File: config.mk
export PLATFORM = sky130hd
export DESIGN_NAME = fan_override_guard
export DESIGN_NICKNAME = d
export VERILOG_FILES = /design/src/rtl/fog_pkg.sv /design/src/rtl/fog_limit_bank.sv /design/src/rtl/fog_hyst_track.sv /design/src/rtl/fan_override_guard.sv
export SDC_FILE = /design/constraint.sdc
export NUM_CORES = 1
export LEC_CHECK = 0
export ABC_AREA = 1
export BUFFER_PORTS_ARGS = -buffer_cell sky130_fd_sc_hd__buf_2
export CAP_MARGIN = 25
export CORE_UTILIZATION = 25
export DETAILED_ROUTE_END_ITERATION = 10
export PLACE_DENSITY_LB_ADDON = 0.05
export SLEW_MARGIN = 20
export SYNTH_ARGS = -nofsm -noshare
export SYNTH_HDL_FRONTEND = slang
export SYNTH_SLANG_ARGS = --single-unit
File: constraint.sdc
create_clock -name clk_i -period 5.6 [get_ports clk_i]
set_clock_uncertainty 0.05 [all_clocks]
set_input_delay 0.84 -clock clk_i [delete_from_list [all_inputs] [get_ports clk_i]]
set_output_delay 0.84 -clock clk_i [all_outputs]
set_load 0.05 [all_outputs]
File: src/rtl/fog_pkg.sv
package fog_pkg;
  localparam int TEMP_W    = 8;
  localparam int NUM_SENSE = 2;
  localparam int SENSE_LOC = 0;
  localparam int SENSE_REM = 1;

  typedef logic signed [TEMP_W-1:0] temp_t;

  localparam logic [1:0] ADDR_LIM_LOC = 2'd0;
  localparam logic [1:0] ADDR_LIM_REM = 2'd1;
  localparam logic [1:0] ADDR_CTRL    = 2'd2;
endpackage

File: src/rtl/fog_limit_bank.sv
module fog_limit_bank
  import fog_pkg::*;
#(
  parameter int DEF_LOC     = 70,
  parameter int DEF_REM     = 100,
  parameter int USR_RST_LOC = 70,
  parameter int USR_RST_REM = 100
) (
  input  logic        clk_i,
  input  logic        rst_ni,
  input  logic        we_i,
  input  logic [1:0]  addr_i,
  input  logic [7:0]  wdata_i,
  output logic [7:0]  rdata_o,
  output temp_t       lim_loc_o,
  output temp_t       lim_rem_o
);
  localparam temp_t DEF_LOC_T = temp_t'(DEF_LOC);
  localparam temp_t DEF_REM_T = temp_t'(DEF_REM);
  localparam temp_t USR_LOC_T = temp_t'(USR_RST_LOC);
  localparam temp_t USR_REM_T = temp_t'(USR_RST_REM);

  temp_t usr_loc_q, usr_rem_q;
  logic  lock_q;

  always_ff @(posedge clk_i or negedge rst_ni) begin
    if (!rst_ni) begin
      usr_loc_q <= USR_LOC_T;
      usr_rem_q <= USR_REM_T;
      lock_q    <= 1'b0;
    end else if (we_i) begin
      case (addr_i)
        ADDR_LIM_LOC: if (!lock_q) usr_loc_q <= temp_t'(wdata_i);
        ADDR_LIM_REM: if (!lock_q) usr_rem_q <= temp_t'(wdata_i);
        ADDR_CTRL:    if (wdata_i[0]) lock_q <= 1'b1;  // set-only
        default: ;
      endcase
    end
  end

  always_comb begin
    case (addr_i)
      ADDR_LIM_LOC: rdata_o = usr_loc_q;
      ADDR_LIM_REM: rdata_o = usr_rem_q;
      ADDR_CTRL:    rdata_o = {7'd0, lock_q};
      default:      rdata_o = 8'd0;
    endcase
  end

  assign lim_loc_o = lock_q ? usr_loc_q : DEF_LOC_T;
  assign lim_rem_o = lock_q ? usr_rem_q : DEF_REM_T;

  assert_lock_sticky_R3: assert property (@(posedge clk_i) disable iff (!rst_ni)
    lock_q |=> lock_q);

  assert_frozen_limits_R4: assert property (@(posedge clk_i) disable iff (!rst_ni)
    lock_q |=> ($stable(usr_loc_q) && $stable(usr_rem_q)));
endmodule

File: src/rtl/fog_hyst_track.sv
module fog_hyst_track
  import fog_pkg::*;
#(
  parameter int RUN_LEN = 3,
  parameter int HYST    = 5
) (
  input  logic  clk_i,
  input  logic  rst_ni,
  input  logic  sample_i,
  input  temp_t temp_i,
  input  temp_t limit_i,
  output logic  hot_o
);
  localparam int CW = $clog2(RUN_LEN + 1);
  localparam logic [CW-1:0] LAST = CW'(RUN_LEN - 1);
  localparam logic signed [TEMP_W:0] HYST_S = (TEMP_W+1)'(HYST);

  logic          hot_q;
  logic [CW-1:0] cnt_q;
  logic signed [TEMP_W:0] t_ext, l_ext;
  logic over, cool, step;

  assign t_ext = {temp_i[TEMP_W-1], temp_i};
  assign l_ext = {limit_i[TEMP_W-1], limit_i};
  assign over  = temp_i > limit_i;
  assign cool  = t_ext <= (l_ext - HYST_S);  // widened so limit-HYST cannot wrap
  assign step  = hot_q ? cool : over;

  always_ff @(posedge clk_i or negedge rst_ni) begin
    if (!rst_ni) begin
      hot_q <= 1'b0;
      cnt_q <= '0;
    end else if (sample_i) begin
      if (step) begin
        if (cnt_q == LAST) begin
          hot_q <= ~hot_q;
          cnt_q <= '0;
        end else begin
          cnt_q <= cnt_q + 1'b1;
        end
      end else begin
        cnt_q <= '0;
      end
    end
  end

  assign hot_o = hot_q;

  assert_rise_needs_over_R5: assert property (@(posedge clk_i) disable iff (!rst_ni)
    $rose(hot_q) |-> $past(sample_i && over));

  assert_fall_needs_cool_R6: assert property (@(posedge clk_i) disable iff (!rst_ni)
    $fell(hot_q) |-> $past(sample_i && cool));

  assert_hold_no_strobe_R9: assert property (@(posedge clk_i) disable iff (!rst_ni)
    !sample_i |=> $stable(hot_q));

  assert_run_bound_R5: assert property (@(posedge clk_i) disable iff (!rst_ni)
    cnt_q < CW'(RUN_LEN));
endmodule

File: src/rtl/fan_override_guard.sv
module fan_override_guard
  import fog_pkg::*;
#(
  parameter int RUN_LEN     = 3,
  parameter int HYST        = 5,
  parameter int DEF_LOC     = 70,
  parameter int DEF_REM     = 100,
  parameter int USR_RST_LOC = 70,
  parameter int USR_RST_REM = 100
) (
  input  logic       clk_i,
  input  logic       rst_ni,
  input  logic       conv_valid_i,
  input  logic [7:0] temp_loc_i,
  input  logic [7:0] temp_rem_i,
  input  logic       reg_we_i,
  input  logic [1:0] reg_addr_i,
  input  logic [7:0] reg_wdata_i,
  output logic [7:0] reg_rdata_o,
  input  logic       fan_off_req_i,
  output logic       fan_off_o,
  output logic       force_full_o,
  output logic       therm_no
);
  temp_t lim_loc, lim_rem;
  temp_t temps [NUM_SENSE];
  temp_t lims  [NUM_SENSE];
  logic [NUM_SENSE-1:0] hot;

  fog_limit_bank #(
    .DEF_LOC(DEF_LOC), .DEF_REM(DEF_REM),
    .USR_RST_LOC(USR_RST_LOC), .USR_RST_REM(USR_RST_REM)
  ) u_limits (
    .clk_i    (clk_i),
    .rst_ni   (rst_ni),
    .we_i     (reg_we_i),
    .addr_i   (reg_addr_i),
    .wdata_i  (reg_wdata_i),
    .rdata_o  (reg_rdata_o),
    .lim_loc_o(lim_loc),
    .lim_rem_o(lim_rem)
  );

  assign temps[SENSE_LOC] = temp_t'(temp_loc_i);
  assign temps[SENSE_REM] = temp_t'(temp_rem_i);
  assign lims[SENSE_LOC]  = lim_loc;
  assign lims[SENSE_REM]  = lim_rem;

  for (genvar s = 0; s < NUM_SENSE; s++) begin : g_sense
    fog_hyst_track #(.RUN_LEN(RUN_LEN), .HYST(HYST)) u_track (
      .clk_i   (clk_i),
      .rst_ni  (rst_ni),
      .sample_i(conv_valid_i),
      .temp_i  (temps[s]),
      .limit_i (lims[s]),
      .hot_o   (hot[s])
    );
  end

  assign force_full_o = |hot;
  assign therm_no     = ~force_full_o;
  assign fan_off_o    = fan_off_req_i & ~force_full_o;
endmodule

# Word level (Yosys, flattened, before mapping)
# Cells that the tools add are included.
# totals
ff_bits	23
inputBits	31
# classes
add_sub_neg	4
n_reduce_logical	7
bitwise_logic	5
eq_ne	4
mux	9
order_cmp	4
# ops
cell	n
case mux 8 bit (3 select lines)	1
<= comparator 8 x 9 -> 1 bit	2
subtractor 8 x 4 -> 9 bit (second input constant)	2
greater-than comparator 8 bit	2
two-way mux 8 bit	2
AND reduction 3 bit	5
two-way mux 2 bit	4
equality test 2 bit (second input constant)	3
adder 2 x 1 -> 2 bit (second input constant)	2
inverter 1 bit	4
equality test 2 x 1 -> 1 bit (second input constant)	1
logical NOT 2 bit	1
two-way mux 1 bit	2
OR reduction 2 bit	1
AND 1 bit	1

# Logic depth before layout (Yosys ltp)
# Gate-level depths: netlist (run 1).
# depth
depth_word	5
ltp_mapped	23
ltp_nobuf	22

# Hierarchy
# A second synthesis (run 1) with hierarchy kept.
# hier_totals
hier_cells	370
hier_area_um2	2508.7
# modules_own_cells
mod	area_each_um2	cells_each	instances
fog_limit_bank	958.4	132	1
fog_hyst_track at g_sense[1].u_track	765.7	115	1
fog_hyst_track at g_sense[0].u_track	757.0	117	1
fan_override_guard	27.5	6	1

# Worst setup path after synthesis (run 1)
# No wires, ideal clock.
# synth_timing
path_kind	input to output
from	input port reg_addr_i[0]
to	output port reg_rdata_o[6]
slack_ns	2.363
n_path_buf	0
cell_stages	4
t_arrival_ns	2.347
path_cell_list	inv_1 nor2_1 inv_1 o21ai_0
# synth_between
elab_chain_cells	2
elab_cells_between_ends	4
classes_between	eq/ne: 2; mux: 1; reduce/logical: 1
# synth_lines
item	line	rtl
start: declaration	fan_override_guard.sv:17	input logic [1:0] reg_addr_i,
equality test 2 bit (tied with other cells)	fog_limit_bank.sv:42	case (addr_i)
case mux 8 bit (3 select lines) (*)	fog_limit_bank.sv:42	
end: declaration	fan_override_guard.sv:19	output logic [7:0] reg_rdata_o,
# Mark *: on every way between the ends. The rest lies on a longest branch, timed or not.

# Worst setup path after layout (run 1)
# layout_timing
from	register u_limits.lock_q
to	register g_sense[1].u_track.hot_q
# layout_between
elab_chain_cells	5
elab_cells_between_ends	6
classes_between	add/sub: 1; order compare: 2; mux: 2; reduce/logical: 1
# layout_lines
item	line	rtl
start: declaration	fog_limit_bank.sv:24	logic lock_q;
start signal: assignment	fog_limit_bank.sv:30	lock_q <= 1'b0;
start signal: assignment	fog_limit_bank.sv:35	ADDR_CTRL: if (wdata_i[0]) lock_q <= 1'b1;
two-way mux 8 bit (*)	fog_limit_bank.sv:51	assign lim_rem_o = lock_q ? usr_rem_q : DEF_REM_T;
subtractor 8 x 4 -> 9 bit	fog_hyst_track.sv:26	assign cool = t_ext <= (l_ext - HYST_S);
<= comparator 8 x 9 -> 1 bit	fog_hyst_track.sv:26	
two-way mux 1 bit (*)	fog_hyst_track.sv:27	assign step = hot_q ? cool : over;
AND reduction 3 bit (no source line) (*)	n/a	
end signal: assignment	fog_hyst_track.sv:36	hot_q <= ~hot_q;
end: declaration	fog_hyst_track.sv:18	logic hot_q;
# Marked as above.
# A chain may end at the register's enable or synchronous reset.

==> reports/summary.txt, run 1 <==
Status - completed
Final instance area - 0.00262 mm^2
Count leader, synth - nand2_1
Synth top area share - 18.8%
Core Footprint - 0.00872 mm^2
Area Overhead vs Synth - 15.9%
Die Wd - 97.0 um
Pin count of the biggest net entering global routing - 24
Synth area leader - dfrtp_1
FF-to-FF path depth - 20
Hold Path Class - reg -> reg
# port buffers - 41
Residual DRC - 0
Cts bufs inserted - 3
Power, Total - 538 uW
Avg WL per Cell - 12.2 um
Post-synth ARST share - 100%
Grt ovf - 0
# fillers - 961
Tightest Pin Transition - 0.671 ns
# hold bufs at CTS - 0
Post-route ant nets - 0
Syn. warnings - 0
Post-CTS setup buffers - 0
Commonest cells post-synth - 79 x nand2_1, 48 x inv_1, 33 x ha_1, 26 x o21ai_0, 21 x nor2_1
Post-Synthesis Cells - 321
P_leak - 1.46 nW
Crit path DAT - 3.10 ns
Cell repeated most along the worst path - nand2_1
Cell Pwr Density - 206 mW/mm^2
Die Ht - 97.0 um
DP Wirelength - 4840 um
Critical path fanouts, max - 18
Post-layout min period - 2.98 ns
Routability cong. - 0.738
Synth Area per Inst - 7.03 um^2
Synthesized flop and latch total - 23
Hold Crit Depth - 2
CTS resizes - 0
First-pass DRT Iterations - 4
Die Area - 0.00941 mm^2
Gr usage total - 12.8%
Placed cell count - 466
Final hold vios - 0
CTS max path bufs - 2
FMAX - 335 MHz
Global-route wire length before repair - 9860 um
Root Driver - clkbuf_8
Effective utilization at floorplan - 25.9%
IO Pins - 42
Max-cap violations - 0
Number of synthesized flops with an enable pin - 0
Area after DPL - 0.00257 mm^2
Hold Slack - 0.443 ns
Psw - 224 uW
VDD IR max - 0.0000719 V
Final core utilization - 30.0%
Register area share after synthesis - 25.8%
Layout net count - 427
Type of destination of the critical path - register
Clock sinks - 23
Row count - 34
RSZ-0062 raised after global routing - no
Antenna diodes - 0
Rel. slew slack - 55.3%
Synth Cell Area - 0.00226 mm^2
Element type at the critical path start - register
Sw Share - 41.6%
Vias per cell - 4.41
Setup-failing EPs final - 0
Critical Path, Cell by Cell - nand2_1 -> nand2_1 -> inv_2 -> nor2_2 -> inv_2 -> nand2_2 -> inv_2 -> nand2_2 -> nor2_4 -> xor2_1 -> ha_1 -> a21o_1 -> a21oi_1 -> o21ai_0 -> nand2_1 -> nand2_1 -> nand2_1 -> nand2_1 -> nand2_1 -> nand2_1
Worst setup path class - reg -> reg
Sequential power share - 39.1%
CP max stage delay - 0.78 ns
Critical Path RT - 5.72 ns
Vias in the first global route - 2,136
Setup ws final - 2.62 ns
H-Tree Depth - 1
Most used DFF post-synth - dfrtp_1
Final Cycle Share - 53.3%
Initial antenna violation count - 0
Ratio of cells with drive above 1 in the final layout - 19.6%
Area contributors post-synth - dfrtp_1 19%, ha_1 18%, nand2_1 13%
Clk pwr share - 19.9%
Worst-path clk slew - 0.09 ns
Skew-Pair Late Insertion Delay - 0.27 ns
Slowest CP cell - dfrtp_1
Vias post-DR - 2,075
Post-route setup TNS - 0 ns
CTS tree - done
Place WS - 2.58 ns
Post-Syn Nets - 385
Final non-filler cell total - 470
Internal Power - 314 uW
DRT iter0 DRCs - 67
Logic pwr share - 41.0%
Synth cell types - 32
WL final - 5720 um
Max Transition Viols Final - 0
[path summary, 6_finish.rpt]
path                                        from                       end  slack [ns]
max                              u_limits.lock_q  g_sense[1].u_track.hot_o        2.62
min                        u_limits.usr_loc_q[1]     u_limits.usr_loc_q[1]        0.44
max reg2reg                      u_limits.lock_q  g_sense[1].u_track.hot_o        2.62
min reg2reg                u_limits.usr_loc_q[1]     u_limits.usr_loc_q[1]        0.44
max in group asynchronous                 rst_ni     u_limits.usr_loc_q[1]        4.62
min in group asynchronous                 rst_ni     u_limits.usr_loc_q[5]        0.50
[per-layer routing]
layer	vias up	share of wire, %	GRT usage (%)
li1	1125	-	-
met1	929	48	15.9
met2	19	49	23.5
met3	2	1.8	0.939
met4	0	0.82	3.79
met5	-	0	0
[sequential cells by signal, indices dropped and copies added (netlist names)]
register               flops
u_limits.lock_q            1
g_sense.u_track.cnt_q      4
u_limits.usr_loc_q         8
u_limits.usr_rem_q         8
g_sense.u_track.hot_o      2
[power groups by stage]
stage | combinational (mW) | clock (mW) | sequential (mW)
floorplan | 0.168 | 0 | 0.205
global placement | 0.225 | 0 | 0.213
detailed placement | 0.224 | 0 | 0.212
CTS | 0.225 | 0.110 | 0.210
global route | 0.254 | 0.117 | 0.213
finish | 0.221 | 0.107 | 0.210
[worst max-delay path, delay by kind of cell, from the launching register on]
| kind | cells | cell delay [ns] |
|---|---|---|
| XOR/XNOR | 1 | 0.14 |
| AND/OR/NAND/NOR | 12 | 1.07 |
| buffers and inverters | 3 | 0.14 |
| adder cells (fa/ha/maj) | 1 | 0.31 |
| flip-flops | 1 | 0.78 |
| AO/OA/AOI/OAI | 3 | 0.38 |
[area by class of cell]
type	count	area [um^2]	share of cell area, %
multi-input cells	239	1440	55.0
flip-flops and latches	23	583	22.3
inverters	55	209	7.99
repair buffers	41	205	7.84
well taps	108	135	5.17
clock buffers	4	45.0	1.72
[layout by cell type (no fill, tap or decap), types with 2 or more instances in the layout]
cell and n:
nor2_1 21, nor3_1 11, a21oi_1 11, o21ai_0 26, dfstp_2 6, nand2_1 79
dfrtp_1 17, inv_2 6, nand2_2 4, buf_2 41, nand3_1 13, a31oi_1 2
nor2_4 3, a21o_1 5, ha_1 33, nand4_1 4, o21ai_1 2, clkbuf_8 3
nor2_2 4, xor2_1 6, a22o_1 3, o21bai_1 4, xnor2_1 2, inv_1 48
[kinds of logic (layout without fill, tap and decap cells)]
kind of cell	Yosys count	in the layout	share of synthesized area, %
buf+inv	59	100	10.4
simple gates	142	142	27.9
compound gates	56	56	14.5
flops	23	23	25.8
xor+xnor	8	8	3.10
fa+ha+maj	33	33	18.3
(Power assumes the default switching activity.)
==> run 2: changes to the inputs <==
==> constraint.sdc (replaced) <==
create_clock -name clk_i -period 3.05 [get_ports clk_i]
set_clock_uncertainty 0.05 [all_clocks]
set_input_delay 0.4575 -clock clk_i [delete_from_list [all_inputs] [get_ports clk_i]]
set_output_delay 0.4575 -clock clk_i [all_outputs]
set_load 0.05 [all_outputs]
==> run 2 against run 1 <==
Cell area grew 0.67%. Fmax up 12%. Routed wire length increased by 2.2%. Combinational power is 84% higher. Total power up 84%. Sequential share of layout area shrank 0.10 points. Global-route usage increased by 0.39 points. Register-to-register slack worse by 2.2 ns. Worst setup slack lost 2.2 ns. Critical path depth down 1. Largest power group unchanged. Highest routed layer unchanged.
==> reports/summary.txt, run 2 (synthesis gave the netlist of run 1 again) <==
Worst-path clk slew - 0.09 ns (about the same)
Reg2reg end - g_sense[0].u_track.hot_o
Max-cap violations - 0 (unchanged)
# fillers - 970 (+0.94%)
Logic pwr share - 41.2% (+0.2 points)
Post-layout min period - 2.67 ns (-0.317 ns)
Routability cong. - 0.734 (-0.46%)
Critical Path RT - 3.17 ns (-2.55 ns)
FF-to-FF path depth - 19 (-5.0%)
Post-CTS setup buffers - 0 (unchanged)
Core Footprint - 0.00872 mm^2 (unchanged)
Clock sinks - 23 (unchanged)
Gr usage total - 13.2% (+0.39 points)
Status - completed
Final instance area - 0.00263 mm^2 (+0.67%)
Type of destination of the critical path - register
Die Area - 0.00941 mm^2 (unchanged)
Worst setup path class - reg -> reg
First-pass DRT Iterations - 4 (unchanged)
Cell Pwr Density - 375 mW/mm^2 (+82%)
Avg WL per Cell - 12.4 um (+1.8%)
Buf/Inv on CP - 3 (unchanged)
Setup-failing EPs final - 0 (unchanged)
Layout net count - 429 (+0.47%)
RR Startpoint - u_limits.lock_q
Vias post-DR - 2,061 (-0.67%)
# port buffers - 41 (unchanged)
CTS tree - done
Max Transition Viols Final - 0 (unchanged)
Top cell family by delay on the critical path - simple AND/OR/NAND/NOR gates
Ratio of cells with drive above 1 in the final layout - 20.6% (+0.99 points)
FMAX - 375 MHz (+12%)
Slowest CP cell - dfrtp_2
CTS max path bufs - 2 (unchanged)
Final hold vios - 0 (unchanged)
Sequential power share - 39.0% (about the same)
Post-route ant nets - 0 (unchanged)
Sw Share - 41.8% (+0.16 points)
Area Overhead vs Synth - 16.7%
Vias per cell - 4.37 (-1.1%)
DRT iter0 DRCs - 77 (+15%)
Pin count of the biggest net entering global routing - 24 (unchanged)
Rel. slew slack - 63.3% (+8.0 points)
IO Pins - 42 (unchanged)
Cts bufs inserted - 3 (unchanged)
Residual DRC - 0 (unchanged)
Top flop regs - u_limits.usr_loc_q (8), u_limits.usr_rem_q (8), g_sense.u_track.cnt_q (4)
Hold Path Class - in -> async
Internal Power - 575 uW (+83%)
VDD IR max - 0.000174 V (+140%)
Critical Path, Cell by Cell - buf_4 -> inv_4 -> nor2_4 -> nor2_2 -> inv_2 -> nand2_2 -> nor2_4 -> and2_4 -> xor2_1 -> ha_1 -> a21o_1 -> nand2_1 -> nand2_1 -> o21bai_1 -> nand2_1 -> nand2_2 -> nand2_1 -> nand2_1 -> nand2_1
H-Tree Depth - 1 (unchanged)
Initial antenna violation count - 0 (unchanged)
Element type at the critical path start - register
Post-route setup TNS - 0 ns (unchanged)
Effective utilization at floorplan - 25.9% (unchanged)
Storage cell area - 584 um^2 (+0.21%)
Antenna diodes - 0 (unchanged)
Vias in the first global route - 1,997 (-6.5%)
Grt ovf - 0 (unchanged)
Final core utilization - 30.2% (+0.20 points)
Psw - 413 uW (+84%)
RSZ-0062 raised after global routing - no
Root Driver - clkbuf_8
Die Ht - 97.0 um (unchanged)
Die Wd - 97.0 um (unchanged)
Commonest non-fill, non-tap cells in the layout - 79 x nand2_1, 48 x inv_1, 41 x buf_2
Area of the multi-input gates - 0.00144 mm^2 (unchanged)
Global-route wire length before repair - 9940 um (+0.77%)
DP Wirelength - 5000 um (+3.4%)
Skew-Pair Late Insertion Delay - 0.26 ns (about the same)
Commonest non-fill, non-tap cell in the layout - nand2_1
Area after DPL - 0.00259 mm^2 (+0.58%)
Final Cycle Share - 87.5% (+34 points)
WL final - 5850 um (+2.2%)
CP max stage delay - 0.50 ns (-0.28 ns)
Critical path fanouts, max - 11 (-7)
Clk pwr share - 19.8% (about the same)
Reg2reg setup slack - 0.38 ns (-2.23 ns)
Crit path DAT - 2.79 ns (-0.31 ns)
Cell repeated most along the worst path - nand2_1
P_leak - 1.47 nW (+0.80%)
Tightest Pin Transition - 0.551 ns (-0.120 ns)
Row count - 34 (unchanged)
## run 2: cell types whose count changed in the layout (fill, tap and decap cells not counted)
cell / before / now
clkbuf_1: 1 / 0
dfrtp_1: 17 / 16
dfrtp_2: 0 / 1
clkinv_2: 0 / 1
buf_4: 0 / 2
## run 2: how the worst max path moves through the flow
stage | start | to | slack (ns) | cells past startpoint
floorplan | g_sense[1].u_track.hot_o | fan_off_o | 0.21 | 3
global placement | u_limits.lock_q | g_sense[0].u_track.hot_o | 0.28 | 19
detailed placement | u_limits.lock_q | g_sense[0].u_track.hot_o | 0.25 | 19
CTS | u_limits.lock_q | g_sense[0].u_track.hot_o | 0.25 | 19
global route | u_limits.lock_q | g_sense[1].u_track.hot_o | 0.10 | 20
finish | u_limits.lock_q | g_sense[0].u_track.hot_o | 0.38 | 19
## run 2: what timing repair did
item                                    in CTS  in global routing
gates resized for setup                      0                  1
endpoints found under the setup margin       0                  1
hold buffers                                 0                  0
## run 2: power by group through the flow
stage	combinational (mW)	sequential (mW)	clock [mW]
2_1_floorplan	0.308	0.377	0
3_3_place_gp	0.415	0.391	0
3_5_place_dp	0.413	0.390	0
4_1_cts	0.414	0.385	0.205
5_1_grt	0.466	0.391	0.215
6_report	0.407	0.385	0.196
## run 2: worst register-to-register path, delay by kind of cell (launching register included)
family	cells	cell delay (ns)
AOI/OAI and AO/OA	2	0.33
xor gates and xnor gates	1	0.14
adders and majority gates	1	0.30
buffers and inverters	3	0.37
DFF	1	0.50
and+or+nand+nor	12	0.86
## run 2: routing by layer
layer | part of all wire (%) | routed length (um) | up-vias | global-route usage (%)
met5 | 0 | 0 | - | 0
met3 | 2.0 | 116 | 2 | 1.01
li1 | - | - | 1131 | -
met4 | 0.85 | 50 | 0 | 3.79
met1 | 49 | 2880 | 902 | 17.4
met2 | 48 | 2800 | 26 | 22.9
## run 2: cell type report
cell class / instances / area share (%)
Tap cell: 108 / 5.13
Clock inverter: 1 / 0.190
Multi-Input combinational cell: 239 / 54.6
Sequential cell: 23 / 22.2
Clock buffer: 3 / 1.57
Timing Repair Buffer: 43 / 8.36
Inverter: 55 / 7.93
## run 2: through the flow
stage	hold WS, ns	worst slack [ns]	instances	power [mW]
after floorplan	0.112	0.206	321	0.685
after global placement	0.431	0.275	468	0.806
after detailed placement	0.432	0.250	468	0.803
after CTS	0.134	0.246	472	1.00
after global routing	0.161	0.101	472	1.07
final	0.118	0.382	472	0.988
